## config.mk

```make
export PLATFORM = sky130hd
export DESIGN_NAME = vai_top
export DESIGN_NICKNAME = d
export VERILOG_FILES = /design/src/rtl/vai_pkg.sv /design/src/rtl/vai_pick.sv /design/src/rtl/vai_eoi_match.sv /design/src/rtl/vai_cpu_bank.sv /design/src/rtl/vai_top.sv
export SDC_FILE = /design/constraint.sdc
export NUM_CORES = 1
export LEC_CHECK = 0
export BUFFER_PORTS_ARGS = -buffer_cell sky130_fd_sc_hd__buf_2
export CAP_MARGIN = 5
export CELL_PAD_IN_SITES_DETAIL_PLACEMENT = 1
export CELL_PAD_IN_SITES_GLOBAL_PLACEMENT = 1
export CORE_MARGIN = 10
export CORE_UTILIZATION = 40
export CTS_BUF_LIST = sky130_fd_sc_hd__clkbuf_8
export CTS_CLUSTER_SIZE = 30
export DETAILED_ROUTE_END_ITERATION = 10
export PLACE_DENSITY_LB_ADDON = 0.1
export SLEW_MARGIN = 0
export SYNTH_ARGS = -nofsm -noshare
export SYNTH_HDL_FRONTEND = slang
export SYNTH_HIERARCHICAL = 1
export SYNTH_SLANG_ARGS = --single-unit
```

## constraint.sdc

```tcl
create_clock -name clk -period 14.35 [get_ports clk]
set_input_delay 0.7175 -clock clk [delete_from_list [all_inputs] [get_ports clk]]
set_output_delay 0.7175 -clock clk [all_outputs]
set_load 0.05 [all_outputs]
```

## src/rtl/vai_pkg.sv

```systemverilog
package vai_pkg;
   localparam int WORD_W     = 32;
   localparam int TAG_W      = 13;
   localparam int PRI_LSB    = 23;
   localparam int PRI_W      = 5;
   localparam int ST_LSB     = 28;
   localparam int HWL_BIT    = 31;
   localparam logic [9:0] NO_IRQ_ID = 10'd1023;

   typedef enum logic [1:0] {
      ST_IDLE = 2'd0,
      ST_PEND = 2'd1,
      ST_ACT  = 2'd2,
      ST_PACT = 2'd3
   } lr_st_e;

   typedef enum logic [1:0] {
      REG_CTRL  = 2'd0,
      REG_PMASK = 2'd1,
      REG_ACK   = 2'd2,
      REG_EOI   = 2'd3
   } greg_e;

   function automatic logic [1:0] lr_state(input logic [WORD_W-1:0] w);
      return w[ST_LSB +: 2];
   endfunction

   function automatic logic lr_pending(input logic [WORD_W-1:0] w);
      return w[ST_LSB];
   endfunction

   function automatic logic [PRI_W-1:0] lr_pri(input logic [WORD_W-1:0] w);
      return w[PRI_LSB +: PRI_W];
   endfunction

   function automatic logic [TAG_W-1:0] lr_tag(input logic [WORD_W-1:0] w);
      return w[TAG_W-1:0];
   endfunction

   function automatic logic [WORD_W-1:0] lr_set_state(input logic [WORD_W-1:0] w,
                                                      input lr_st_e st);
      logic [WORD_W-1:0] r;
      r = w;
      r[ST_LSB +: 2] = st;
      return r;
   endfunction
endpackage

```

## src/rtl/vai_pick.sv

```systemverilog
module vai_pick
   import vai_pkg::*;
#(
   parameter int NUM_LR = 4,
   parameter int LR_IW  = 2
) (
   input  logic [NUM_LR-1:0][WORD_W-1:0] lrs,
   output logic                          found,
   output logic [LR_IW-1:0]              idx
);
   logic [PRI_W-1:0] best;

   // strict compare keeps the lowest index among equal priorities
   always_comb begin
      found = 1'b0;
      idx   = '0;
      best  = '1;
      for (int i = 0; i < NUM_LR; i++) begin
         if (lr_pending(lrs[i]) && (!found || lr_pri(lrs[i]) < best)) begin
            found = 1'b1;
            idx   = LR_IW'(i);
            best  = lr_pri(lrs[i]);
         end
      end
   end
endmodule

```

## src/rtl/vai_eoi_match.sv

```systemverilog
module vai_eoi_match
   import vai_pkg::*;
#(
   parameter int NUM_LR = 4,
   parameter int LR_IW  = 2
) (
   input  logic [NUM_LR-1:0][WORD_W-1:0] lrs,
   input  logic [TAG_W-1:0]              tag,
   output logic                          hit,
   output logic [LR_IW-1:0]              idx
);
   logic [NUM_LR-1:0] cand;

   for (genvar i = 0; i < NUM_LR; i++) begin : g_cand
      assign cand[i] = (lr_state(lrs[i]) != ST_IDLE) && (lr_tag(lrs[i]) == tag);
   end

   always_comb begin
      idx = '0;
      for (int i = NUM_LR - 1; i >= 0; i--) begin
         if (cand[i]) idx = LR_IW'(i);
      end
   end

   assign hit = |cand;
endmodule

```

## src/rtl/vai_cpu_bank.sv

```systemverilog
module vai_cpu_bank
   import vai_pkg::*;
#(
   parameter int NUM_LR  = 4,
   parameter int LR_IW   = 2,
   parameter int PMASK_W = 5
) (
   input  logic                          clk,
   input  logic                          rst_n,
   input  logic                          acc_sel,
   input  logic                          acc_write,
   input  logic [1:0]                    acc_reg,
   input  logic [WORD_W-1:0]             acc_wdata,
   input  logic                          hv_sel,
   input  logic [LR_IW-1:0]              hv_idx,
   input  logic [WORD_W-1:0]             hv_wdata,
   output logic [WORD_W-1:0]             rdata,
   output logic [NUM_LR-1:0][WORD_W-1:0] lrs_o,
   output logic                          virq_o,
   output logic                          hw_err_o
);
   logic [WORD_W-1:0]  lr_q [NUM_LR];
   logic               en_q;
   logic [PMASK_W-1:0] pmask_q;
   logic               virq_q;
   logic               err_q;

   logic               pick_found;
   logic [LR_IW-1:0]   pick_idx;
   logic               eoi_hit_raw;
   logic [LR_IW-1:0]   eoi_idx;
   logic [NUM_LR-1:0]  pend_vec;
   logic               any_pend;
   logic               ack_rd, ack_take, hw_hit, eoi_wr, eoi_hit;
   logic [WORD_W-1:0]  pick_word;

   for (genvar i = 0; i < NUM_LR; i++) begin : g_pack
      assign lrs_o[i]    = lr_q[i];
      assign pend_vec[i] = lr_pending(lr_q[i]);
   end
   assign any_pend = |pend_vec;

   vai_pick #(.NUM_LR(NUM_LR), .LR_IW(LR_IW)) u_pick (
      .lrs   (lrs_o),
      .found (pick_found),
      .idx   (pick_idx)
   );

   vai_eoi_match #(.NUM_LR(NUM_LR), .LR_IW(LR_IW)) u_match (
      .lrs (lrs_o),
      .tag (acc_wdata[TAG_W-1:0]),
      .hit (eoi_hit_raw),
      .idx (eoi_idx)
   );

   assign pick_word = lrs_o[pick_idx];
   assign ack_rd    = acc_sel && !acc_write && (acc_reg == REG_ACK);
   assign ack_take  = ack_rd && en_q && pick_found && !pick_word[HWL_BIT];
   assign hw_hit    = ack_rd && en_q && pick_found &&  pick_word[HWL_BIT];
   assign eoi_wr    = acc_sel && acc_write && (acc_reg == REG_EOI);
   assign eoi_hit   = eoi_wr && eoi_hit_raw;

   always_comb begin
      unique case (acc_reg)
         REG_CTRL:  rdata = {{(WORD_W-1){1'b0}}, en_q};
         REG_PMASK: rdata = {{(WORD_W-PMASK_W){1'b0}}, pmask_q};
         REG_ACK:   rdata = ack_take ? {{(WORD_W-TAG_W){1'b0}}, lr_tag(pick_word)}
                                     : {{(WORD_W-10){1'b0}}, NO_IRQ_ID};
         default:   rdata = '0;
      endcase
   end

   // entry update: hypervisor load outranks the guest's state change
   for (genvar i = 0; i < NUM_LR; i++) begin : g_lr
      always_ff @(posedge clk) begin
         if (!rst_n) begin
            lr_q[i] <= '0;
         end else if (hv_sel && hv_idx == LR_IW'(i)) begin
            lr_q[i] <= hv_wdata;
         end else if (ack_take && pick_idx == LR_IW'(i)) begin
            lr_q[i] <= lr_set_state(lr_q[i], ST_ACT);
         end else if (eoi_hit && eoi_idx == LR_IW'(i)) begin
            lr_q[i] <= lr_set_state(lr_q[i], ST_IDLE);
         end
      end
   end

   always_ff @(posedge clk) begin
      if (!rst_n) begin
         en_q    <= 1'b0;
         pmask_q <= '0;
         virq_q  <= 1'b0;
         err_q   <= 1'b0;
      end else begin
         if (acc_sel && acc_write && acc_reg == REG_CTRL)  en_q    <= acc_wdata[0];
         if (acc_sel && acc_write && acc_reg == REG_PMASK) pmask_q <= acc_wdata[PMASK_W-1:0];
         virq_q <= virq_q ? any_pend : (any_pend && en_q);
         err_q  <= hw_hit;
      end
   end

   assign virq_o   = virq_q;
   assign hw_err_o = err_q;

   AST_ACK_IDLE_STABLE: assert property (@(posedge clk) disable iff (!rst_n)
      (ack_rd && !ack_take && !hv_sel) |=> $stable(lrs_o));
   AST_ACK_GOES_ACTIVE: assert property (@(posedge clk) disable iff (!rst_n)
      (ack_take && !(hv_sel && hv_idx == pick_idx))
      |=> lr_state(lrs_o[$past(pick_idx)]) == ST_ACT);
   AST_EOI_RETIRES: assert property (@(posedge clk) disable iff (!rst_n)
      (eoi_hit && !(hv_sel && hv_idx == eoi_idx))
      |=> lr_state(lrs_o[$past(eoi_idx)]) == ST_IDLE);
   AST_EOI_MISS_STABLE: assert property (@(posedge clk) disable iff (!rst_n)
      (eoi_wr && !eoi_hit_raw && !hv_sel) |=> $stable(lrs_o));
   AST_VIRQ_NEEDS_PEND: assert property (@(posedge clk) disable iff (!rst_n)
      virq_o |-> $past(any_pend));
   AST_HW_ACK_STABLE: assert property (@(posedge clk) disable iff (!rst_n)
      (hw_hit && !hv_sel) |=> ($stable(lrs_o) && hw_err_o));
endmodule

```

## src/rtl/vai_top.sv

```systemverilog
module vai_top
   import vai_pkg::*;
#(
   parameter int NUM_CPU = 2,
   parameter int NUM_LR  = 4,
   parameter int PMASK_W = 5,
   localparam int CPU_IW = (NUM_CPU > 1) ? $clog2(NUM_CPU) : 1,
   localparam int LR_IW  = (NUM_LR > 1) ? $clog2(NUM_LR) : 1,
   localparam int LRS_W  = NUM_CPU * NUM_LR * WORD_W
) (
   input  logic                clk,
   input  logic                rst_n,
   input  logic                acc_valid,
   input  logic                acc_write,
   input  logic [CPU_IW-1:0]   acc_cpu,
   input  logic [1:0]          acc_reg,
   input  logic [WORD_W-1:0]   acc_wdata,
   output logic                rsp_valid,
   output logic [WORD_W-1:0]   rsp_rdata,
   input  logic                hv_we,
   input  logic [CPU_IW-1:0]   hv_cpu,
   input  logic [LR_IW-1:0]    hv_idx,
   input  logic [WORD_W-1:0]   hv_wdata,
   output logic [LRS_W-1:0]    lr_state_o,
   output logic [NUM_CPU-1:0]  virq_o,
   output logic [NUM_CPU-1:0]  hw_err_o
);
   if (NUM_CPU < 1 || NUM_CPU > 8) begin : g_bad_cpu
      $error("vai_top: NUM_CPU must lie in 1..8");
   end
   if (NUM_LR < 1 || NUM_LR > 64) begin : g_bad_lr
      $error("vai_top: NUM_LR must lie in 1..64");
   end
   if (PMASK_W < 1 || PMASK_W > 8) begin : g_bad_mask
      $error("vai_top: PMASK_W must lie in 1..8");
   end

   logic [NUM_CPU-1:0]               acc_sel;
   logic [NUM_CPU-1:0]               hv_sel;
   logic [WORD_W-1:0]                bank_rd   [NUM_CPU];
   logic [NUM_LR-1:0][WORD_W-1:0]    bank_lrs  [NUM_CPU];
   logic [WORD_W-1:0]                rd_mux;
   logic                             rsp_v_q;
   logic [WORD_W-1:0]                rsp_d_q;

   for (genvar c = 0; c < NUM_CPU; c++) begin : g_bank
      assign acc_sel[c] = acc_valid && (acc_cpu == CPU_IW'(c));
      assign hv_sel[c]  = hv_we && (hv_cpu == CPU_IW'(c));

      vai_cpu_bank #(.NUM_LR(NUM_LR), .LR_IW(LR_IW), .PMASK_W(PMASK_W)) u_bank (
         .clk       (clk),
         .rst_n     (rst_n),
         .acc_sel   (acc_sel[c]),
         .acc_write (acc_write),
         .acc_reg   (acc_reg),
         .acc_wdata (acc_wdata),
         .hv_sel    (hv_sel[c]),
         .hv_idx    (hv_idx),
         .hv_wdata  (hv_wdata),
         .rdata     (bank_rd[c]),
         .lrs_o     (bank_lrs[c]),
         .virq_o    (virq_o[c]),
         .hw_err_o  (hw_err_o[c])
      );

      for (genvar i = 0; i < NUM_LR; i++) begin : g_flat
         assign lr_state_o[(c*NUM_LR + i)*WORD_W +: WORD_W] = bank_lrs[c][i];
      end

      AST_BANK_ISOLATED: assert property (@(posedge clk) disable iff (!rst_n)
         (!acc_sel[c] && !hv_sel[c]) |=> $stable(bank_lrs[c]));
   end

   always_comb begin
      rd_mux = '0;
      for (int c = 0; c < NUM_CPU; c++) begin
         if (acc_cpu == CPU_IW'(c)) rd_mux = bank_rd[c];
      end
   end

   always_ff @(posedge clk) begin
      if (!rst_n) begin
         rsp_v_q <= 1'b0;
         rsp_d_q <= '0;
      end else begin
         rsp_v_q <= acc_valid && !acc_write;
         if (acc_valid && !acc_write) rsp_d_q <= rd_mux;
      end
   end

   assign rsp_valid = rsp_v_q;
   assign rsp_rdata = rsp_d_q;

   AST_RSP_FOLLOWS_READ: assert property (@(posedge clk) disable iff (!rst_n)
      rsp_valid |-> $past(acc_valid && !acc_write));
endmodule

```

### After elaboration in Yosys (flattened, before gate mapping)

Memories as Yosys holds them, arrays and structs flattened.
Index checks and enable logic that the tools add are counted.

* bits in writable memories: 256
* memories kept: 2
* input bits: 75
* logic and storage cells: 332
* output and inout bits: 293
* register bits: 49

* equal/unequal tests: 26
* muxes and demuxes: 160
* bitwise logic cells: 26
* reductions and logical operators: 100
* magnitude comparators: 8

Memory list
* g_bank[0].u_bank.lr_q: depth 4, bits a word 32, rd ports 4, clocked after memory_dff 0, write ports 4, line vai_cpu_bank.sv:22 `logic [WORD_W-1:0] lr_q [NUM_LR];`
* g_bank[1].u_bank.lr_q: depth 4, bits a word 32, rd ports 4, clocked after memory_dff 0, write ports 4, line vai_cpu_bank.sv:22

Operators by type and width (count)
* two-way mux 32 bit: 27
* case mux 32 bit (3 select lines): 2
* binary-select mux 32 bit (select 2 bit): 2
* two-way mux 1 bit: 109
* equality test 13 bit: 8
* logical AND 1 bit: 67
* < comparator 5 bit: 6
* two-way mux 5 bit: 6
* two-way mux 13 bit: 2
* equality test 2 bit, second input constant: 12
* two-way mux 2 bit: 12
* bitwise OR 1 bit: 24
* nonzero test 2 bit: 8
* OR reduction 4 bit: 4
* equality test 2 x 1 -> 1 bit, second input constant: 6
* logical NOT 2 bit: 6
* logical NOT 1 bit: 9
* logical OR 1 bit: 6
* < comparator 2 x 3 -> 1 bit, second input constant: 2
* NOT 1 bit: 2

### Longest topological paths before layout

Gate-level depths: netlist of run 1.
An unclocked memory read counts as a cell.

* depth in word-level cells: 25
* mapped depth: 29
* depth with buffers taken out: 26

### By module

The synthesis of run 1 kept the hierarchy.

By module, submodules not included
* vai_cpu_bank (g_bank[1].u_bank): sequential area each 4003.8 µm², area an instance 5910.7 µm², cells an instance 394, instances 1
* vai_cpu_bank (g_bank[0].u_bank): sequential area each 4003.8 µm², area an instance 5879.4 µm², cells an instance 395, instances 1
* vai_top: sequential area each 660.6 µm², area an instance 1635.3 µm², cells an instance 149, instances 1
* vai_eoi_match: sequential area each 0.0 µm², area an instance 752.0 µm², cells an instance 91, instances 2
* vai_pick: sequential area each 0.0 µm², area an instance 574.3 µm², cells an instance 74, instances 2

### Least setup slack after synthesis of run 1

No wires, ideal clock.

* path kind: register -> register
* start: memory g_bank[1].u_bank.lr_q[0][28]
* end: memory g_bank[1].u_bank.lr_q[1][28], enable pin
* library setup time: 0.326 ns
* path slack: 7.357 ns
* data required time: 14.024 ns
* clock period less this slack: 6.993 ns
* arrival: 6.667 ns
* buffers on the path: 3
* stages on the path, launching flop included: 26
* cell sequence: edfxtp_1 > inv_1 > nor2_1 > ha_1 > a311oi_1 > a311oi_1 > nand2b_1 > buf_6 > o21ai_0 > ha_1 > a21oi_1 > nor2_1 > a211oi_1 > nand3b_1 > a2bb2oi_4 > mux2_4 > ha_1 > a21oi_1 > o21ai_0 > or4b_2 > o311ai_0 > buf_6 > mux4_2 > or3_4 > buf_6 > o221ai_1

RTL lines (line)
* start, declared: vai_cpu_bank.sv:22

==> impl_metrics.yaml, run 1 <==
logic_synthesis:
  syn_avg_cell_area_um2: 12.7
  synth-warning-count: 6
  yosys.cell_count.top_type: "and2_1"
  synth_enable_flop_cells: 256
  synth_area_leaders: "edfxtp_1 (48%), and2_1 (10%), dfxtp_1 (6.1%), xnor2_1 (5.2%), mux2i_1 (2.9%)"
  synthCells: 1268
  ys_async_sr_fraction: 0
  synth_area_um2: 16100
  dominantRegCellSynth: "edfxtp_1"
  yosysTopAreaCell: "edfxtp_1"
  ys_seq_area_frac: 0.539
  synth_seq_cells: 305
  synthDominantCellAreaShare: 0.478
  ys_types: 68
  synthTopCellsByCount: "and2_1 (258), edfxtp_1 (256), xnor2_1 (96), dfxtp_1 (49), mux2i_1 (46)"
layout:
  drive_gt1_frac: 0.329
  register_area_um2: 8670
  multi_input_area_um2: 6720
  areaGrowthSynthToFinish_pct: 18.5
  stdcell_area_um2: 19100
  final_cell_count_no_fill: 2187
  num-nets-final: 1708
  fillers: 4303
drt:
  avgViaCountPerCell: 5.22
  num_vias: 11424
  drt_wl_total_um: 58300
  drcViolationCount: 0
  antenna_left: 0
  routedWlPerCell_um: 26.6
  firstDrtPassIters: 4
  drt_iter0_drc: 674
clock_network:
  numCtsBuffers: 56
  post_cts_resize_count: 0
  clockRootBuffer: "clkbuf_8"
  max-clock-path-buffers: 3
  cts_num_sinks: 305
  path_clk_slew_ns: 0.06
  cts_setup_buffers: 0
  cts_hold_buffers: 0
  cts_max_level: 2
  cts_tree: "yes"
  clock_latency_ns: 0.64
setup_path:
  cp_max_fo: 20
  r2r-start: "g_bank[0].u_bank/lr_q[0][28]$_SDFFCE_PP0P_"
  worstSetupStartpointType: "flip-flop"
  cp.arrival_ns: 8.65
  worstSetupStartpoint: "g_bank[0].u_bank/lr_q[0][28]$_SDFFCE_PP0P_"
  endpoint_kind: "flip-flop"
  worstSetupPathType: "reg -> reg"
  cp.required_ns: 14.85
floorplan:
  num_io_pins: 368
  die_x_um: 220
  dieArea_um2: 48600
  core_area_um2: 39700
  fp.dieH_um: 220
  start_util: 0.405
  rows: 73
timing:
  min_period_over_period: 0.568
  fmax_ghz: 0.123
  slew_viol_final: 0
  setup_viol: 0
  tightest_slew_ns: 1.01
  rsz0062_at_grt: "false"
  hold_viol_final: 0
  setup_tns_ns: 0
  slew_headroom: 0.320
  post-route-min-period_ns: 8.15
  skew_ns: 0.0151
worst_hold_path:
  min_path_type: "in -> reg"
  hp-start: "hv_wdata[8]"
global_routing:
  grt-ovfl-total: 0
  grt_use_total: 0.235
  antenna_found_initial: 3
  grt_pass1_wl_um: 83600
  grt_max_degree: 66
  grt_pass1_vias: 12280
pwr:
  power_density_nw_per_um2: 127
  power_mw: 2.41
  combPwrFrac: 0.236
  ir_drop_mv: 0.0783
  p_sw_frac: 0.347
  p_seq_frac: 0.442
  power.leakage_nw: 7.72
  p_sw_uw: 838
  clock_power_share: 0.322
  p_int_mw: 1.57
job:
  maxCapViolCount: 0
status:
  status: "finished clean"
placement:
  dpl-instance-area_um2: 18000
  gp_congestion: 0.844
  port_buffers: 348
  place_inst: 2080
  dp_hpwl_um: 43500
flip-flops by register name (all words and copies together), names as in the netlist:
signal and cells:
g_bank.u_bank/hw_err_o 2, rsp_rdata 32, g_bank.u_bank/virq_o 2, g_bank.u_bank/en_q 2, g_bank.u_bank/lr_q 256, g_bank.u_bank/pmask_q 10, rsp_valid 1
path summary, 6_finish.rpt:
check	depth (start not counted)	to	slack [ns]
min	2	g_bank[0].u_bank/lr_q[3][8]$_SDFFCE_PN0P_	0.47
max	25	rsp_rdata[5]$_SDFFE_PN0P_	6.20
max reg2reg	25	rsp_rdata[5]$_SDFFE_PN0P_	6.20
min reg2reg	2	g_bank[1].u_bank/pmask_q[2]$_SDFFE_PN0P_	0.51
final cells by class:
class | instances | share of cell area
inverters | 19 | 0.00374
repair buffers | 370 | 0.100
diodes | 3 | 0.000394
well taps | 525 | 0.0345
flip-flops and latches | 305 | 0.455
clock buffers | 58 | 0.0419
multi-input cells | 861 | 0.353
clock inverters | 46 | 0.0117
per-stage QoR:
| step | hold slack (ns) | util | setup WS, ns |
|---|---|---|---|
| after global routing | 0.473 | 0.479 | 5.55 |
| after detailed placement | 0.500 | 0.454 | 6.23 |
| final | 0.475 | 0.480 | 6.20 |
| after global placement | 0.477 | 0.454 | 6.37 |
| after CTS | 0.432 | 0.479 | 6.19 |
| after floorplan | 0.463 | - | 7.36 |
power by group through the flow:
stage | Sequential, mW | Clock [mW] | Combinational [mW]
floorplan | 1.27 | 0 | 0.222
global placement | 1.08 | 0 | 0.566
detailed placement | 1.08 | 0 | 0.572
CTS | 1.07 | 0.801 | 0.573
global route | 1.07 | 0.841 | 0.599
finish | 1.07 | 0.776 | 0.568
routing by layer:
metal | vias up | global-route usage | routed length, um
li1 | 5202 | - | -
met1 | 5790 | 0.277 | 23400
met2 | 347 | 0.403 | 28900
met3 | 83 | 0.0765 | 4740
met4 | 2 | 0.0680 | 1230
met5 | - | 0 | 13
layout by cell type, fill, tap and decap left out, types with 13 or more instances in the layout:
cell / synthesis / final
buf_4: 44 / 22
xnor2_1: 96 / 96
mux4_2: 20 / 20
nor2b_1: 13 / 13
clkbuf_8: 0 / 58
conb_1: 2 / 38
clkinv_1: 0 / 14
nand2_1: 30 / 30
and2_1: 258 / 258
nand4_1: 28 / 28
ha_1: 20 / 20
buf_2: 9 / 348
nand2b_1: 21 / 21
inv_1: 19 / 38
mux2i_1: 46 / 46
o21ai_2: 20 / 20
o21ai_0: 43 / 40
nor2_1: 32 / 32
dfxtp_1: 49 / 49
edfxtp_1: 256 / 256
a21oi_1: 24 / 24
a21oi_2: 20 / 20
cell families after synthesis:
logic type	after synthesis	synth area share
DFF	305	0.539
adders and majority gates	20	0.0156
other	2	0.000467
and+or+nand+nor	444	0.171
buffers and inverters	138	0.0562
muxes	84	0.0791
xor gates and xnor gates	104	0.0604
AOI/OAI and AO/OA	171	0.0779
worst max-delay path, cell delays in order (launching register included):
cell	delay (ns)
edfxtp_1	0.64
inv_1	0.16
nor2_1	0.18
ha_1	0.27
a311oi_1	0.26
a311oi_1	0.18
nand2b_1	0.38
o21ai_0	0.38
ha_1	0.33
a21oi_1	0.17
nor2_1	0.06
a211oi_1	0.39
nand3b_1	0.21
a2bb2oi_4	0.25
mux2_4	0.32
ha_1	0.29
a21oi_1	0.16
o21ai_0	0.13
or4b_2	0.65
o311ai_2	0.23
buf_4	0.40
mux4_2	0.67
or3_1	0.62
o21a_1	0.27
mux2i_1	0.28
a21oi_2	0.09
Note: power is estimated with default switching activity, not from simulation.
==> run 2, diff against run 1 <==
==> constraint.sdc (replaced) <==
create_clock -name clk -period 7.4 [get_ports clk]
set_input_delay 0.37 -clock clk [delete_from_list [all_inputs] [get_ports clk]]
set_output_delay 0.37 -clock clk [all_outputs]
set_load 0.05 [all_outputs]
==> impl_metrics.yaml, run 2 (synthesis results as in run 1) <==
status:
  status: "finished clean"
setup_path:
  worstSetupStartpointType: "flip-flop"
  cp_max_fo: 11
  endpoint_kind: "flip-flop"
  cp.arrival_ns: 7.34
  cp.required_ns: 7.70
  worstSetupPathType: "reg -> reg"
floorplan:
  num_io_pins: 368
  core_area_um2: 39700
  fp.dieH_um: 220
  dieArea_um2: 48600
  start_util: 0.405
  die_x_um: 220
  rows: 73
clock_network:
  cts_num_sinks: 305
  clock_latency_ns: 0.64
  cts_tree: "yes"
  path_clk_slew_ns: 0.06
  cts_max_level: 2
  max-clock-path-buffers: 3
  numCtsBuffers: 55
  clockRootBuffer: "clkbuf_8"
timing:
  slew_headroom: 0.414
  hold_viol_final: 0
  setup_tns_ns: 0
  skew_ns: 0.0228
  setup_viol: 0
  rsz0062_at_grt: "false"
  tightest_slew_ns: 0.878
  slew_viol_final: 0
  min_period_over_period: 0.951
  post-route-min-period_ns: 7.04
  fmax_ghz: 0.142
global_routing:
  antenna_found_initial: 6
  grt_pass1_wl_um: 83500
  grt_use_total: 0.235
  grt_max_degree: 66
  grt_pass1_vias: 12250
  grt-ovfl-total: 0
job:
  maxCapViolCount: 0
placement:
  port_buffers: 348
  dp_hpwl_um: 43400
  gp_congestion: 0.856
layout:
  final_common_cell: "buf_2"
  largest_register_ffs: 256
  drive_gt1_frac: 0.333
  max_flop_register: "g_bank.u_bank/lr_q"
  mostFrequentLayoutCells: "buf_2 (348), and2_1 (258), edfxtp_1 (256)"
  final_util: 0.482
  areaGrowthSynthToFinish_pct: 19.2
  num-nets-final: 1711
drt:
  drt_wl_total_um: 58400
  firstDrtPassIters: 5
  top_layer: "met5"
  met2WireLength_um: 28000
  num_vias: 11560
  drt_iter0_drc: 675
  drcViolationCount: 0
  wl_met1_um: 22900
  routedWlPerCell_um: 26.7
  antenna_left: 0
  avgViaCountPerCell: 5.28
  wl_met3_um: 5410
worst_hold_path:
  min_path_type: "in -> reg"
pwr:
  clock_power_share: 0.321
  p_sw_frac: 0.343
  combPwrFrac: 0.238
  p_seq_frac: 0.441
  ir_drop_mv: 0.150
  p_sw_mw: 1.61
  power_mw: 4.69
  power_density_nw_per_um2: 245
  power.leakage_nw: 7.79
  p_int_mw: 3.08
run 2: cell count changes in the layout (fill, tap and decap cells not counted), moves of 3 or more:
cell / delta
o21ai_1: +4
inv_1: +6
clkinv_1: -4
clkinvlp_4: -3
clkinv_2: -6
o21ai_0: -4
clkbuf_8: +3
run 2: critical path, cell delays in order, from the launching register on:
cell	delay, ns
edfxtp_1	0.41
inv_1	0.18
nor2_1	0.10
ha_1	0.30
a311oi_1	0.31
a311oi_2	0.17
nand2b_2	0.32
o21ai_0	0.30
ha_1	0.31
a21oi_1	0.14
nor2_1	0.06
a211oi_2	0.29
nand3b_1	0.19
a2bb2oi_4	0.25
mux2_4	0.32
ha_1	0.30
a21oi_1	0.14
o21ai_0	0.12
or4b_2	0.68
o311ai_4	0.31
mux4_2	0.65
or3_4	0.51
o221ai_1	0.34
run 2: final cells by class:
type / count / area [um2]
Fill cell: 4291 / 20600
Sequential cell: 305 / 8670
Multi-Input combinational cell: 861 / 6780
Timing Repair Buffer: 374 / 1960
Clock buffer: 61 / 840
Tap cell: 525 / 657
Clock inverter: 40 / 186
Inverter: 19 / 71.3
Antenna cell: 4 / 10.0
run 2: per-stage QoR:
step / hold WS (ns) / setup slack, ns / cells / cell area [um2]
floorplan: 0.463 / 0.407 / 1304 / 16200
global placement: 0.478 / 0.257 / 2084 / 18100
detailed placement: 0.487 / 0.115 / 2084 / 18100
CTS: 0.0764 / 0.0610 / 2185 / 19100
global route: 0.121 / 0.00941 / 2186 / 19200
finish: 0.128 / 0.363 / 2189 / 19200
run 2: final timing paths:
| check | from | to | slack, ns | cells after the start |
|---|---|---|---|---|
| max | g_bank[1].u_bank/lr_q[0][28]$_SDFFCE_PP0P_ | g_bank[1].u_bank/lr_q[1][29]$_SDFFCE_PP0P_ | 0.36 | 22 |
| min | hv_wdata[10] | g_bank[0].u_bank/lr_q[3][10]$_SDFFCE_PN0P_ | 0.13 | 2 |
| min reg2reg | g_bank[0].u_bank/virq_o$_SDFF_PN0_ | g_bank[0].u_bank/virq_o$_SDFF_PN0_ | 0.49 | 2 |
| max reg2reg | g_bank[1].u_bank/lr_q[0][28]$_SDFFCE_PP0P_ | g_bank[1].u_bank/lr_q[1][29]$_SDFFCE_PP0P_ | 0.36 | 22 |
run 2: power groups by stage:
stage	clock network [mW]	logic, mW	registers [mW]
6_report	1.51	1.12	2.07
3_5_place_dp	0	1.11	2.10
4_1_cts	1.56	1.11	2.07
2_1_floorplan	0	0.431	2.46
3_3_place_gp	0	1.10	2.10
5_1_grt	1.63	1.18	2.08
run 2: what timing repair did:
item | 4_1_cts | 5_1_grt
setup endpoints to repair | 0 | 29
resized for setup | 0 | 18
setup buffers | 0 | 0
hold buffers | 0 | 0
run 2: layer usage:
| metal | vias up | GRT usage |
|---|---|---|
| met5 | - | 0 |
| met1 | 5871 | 0.276 |
| met4 | 6 | 0.0972 |
| met3 | 101 | 0.0833 |
| met2 | 371 | 0.386 |
| li1 | 5211 | - |
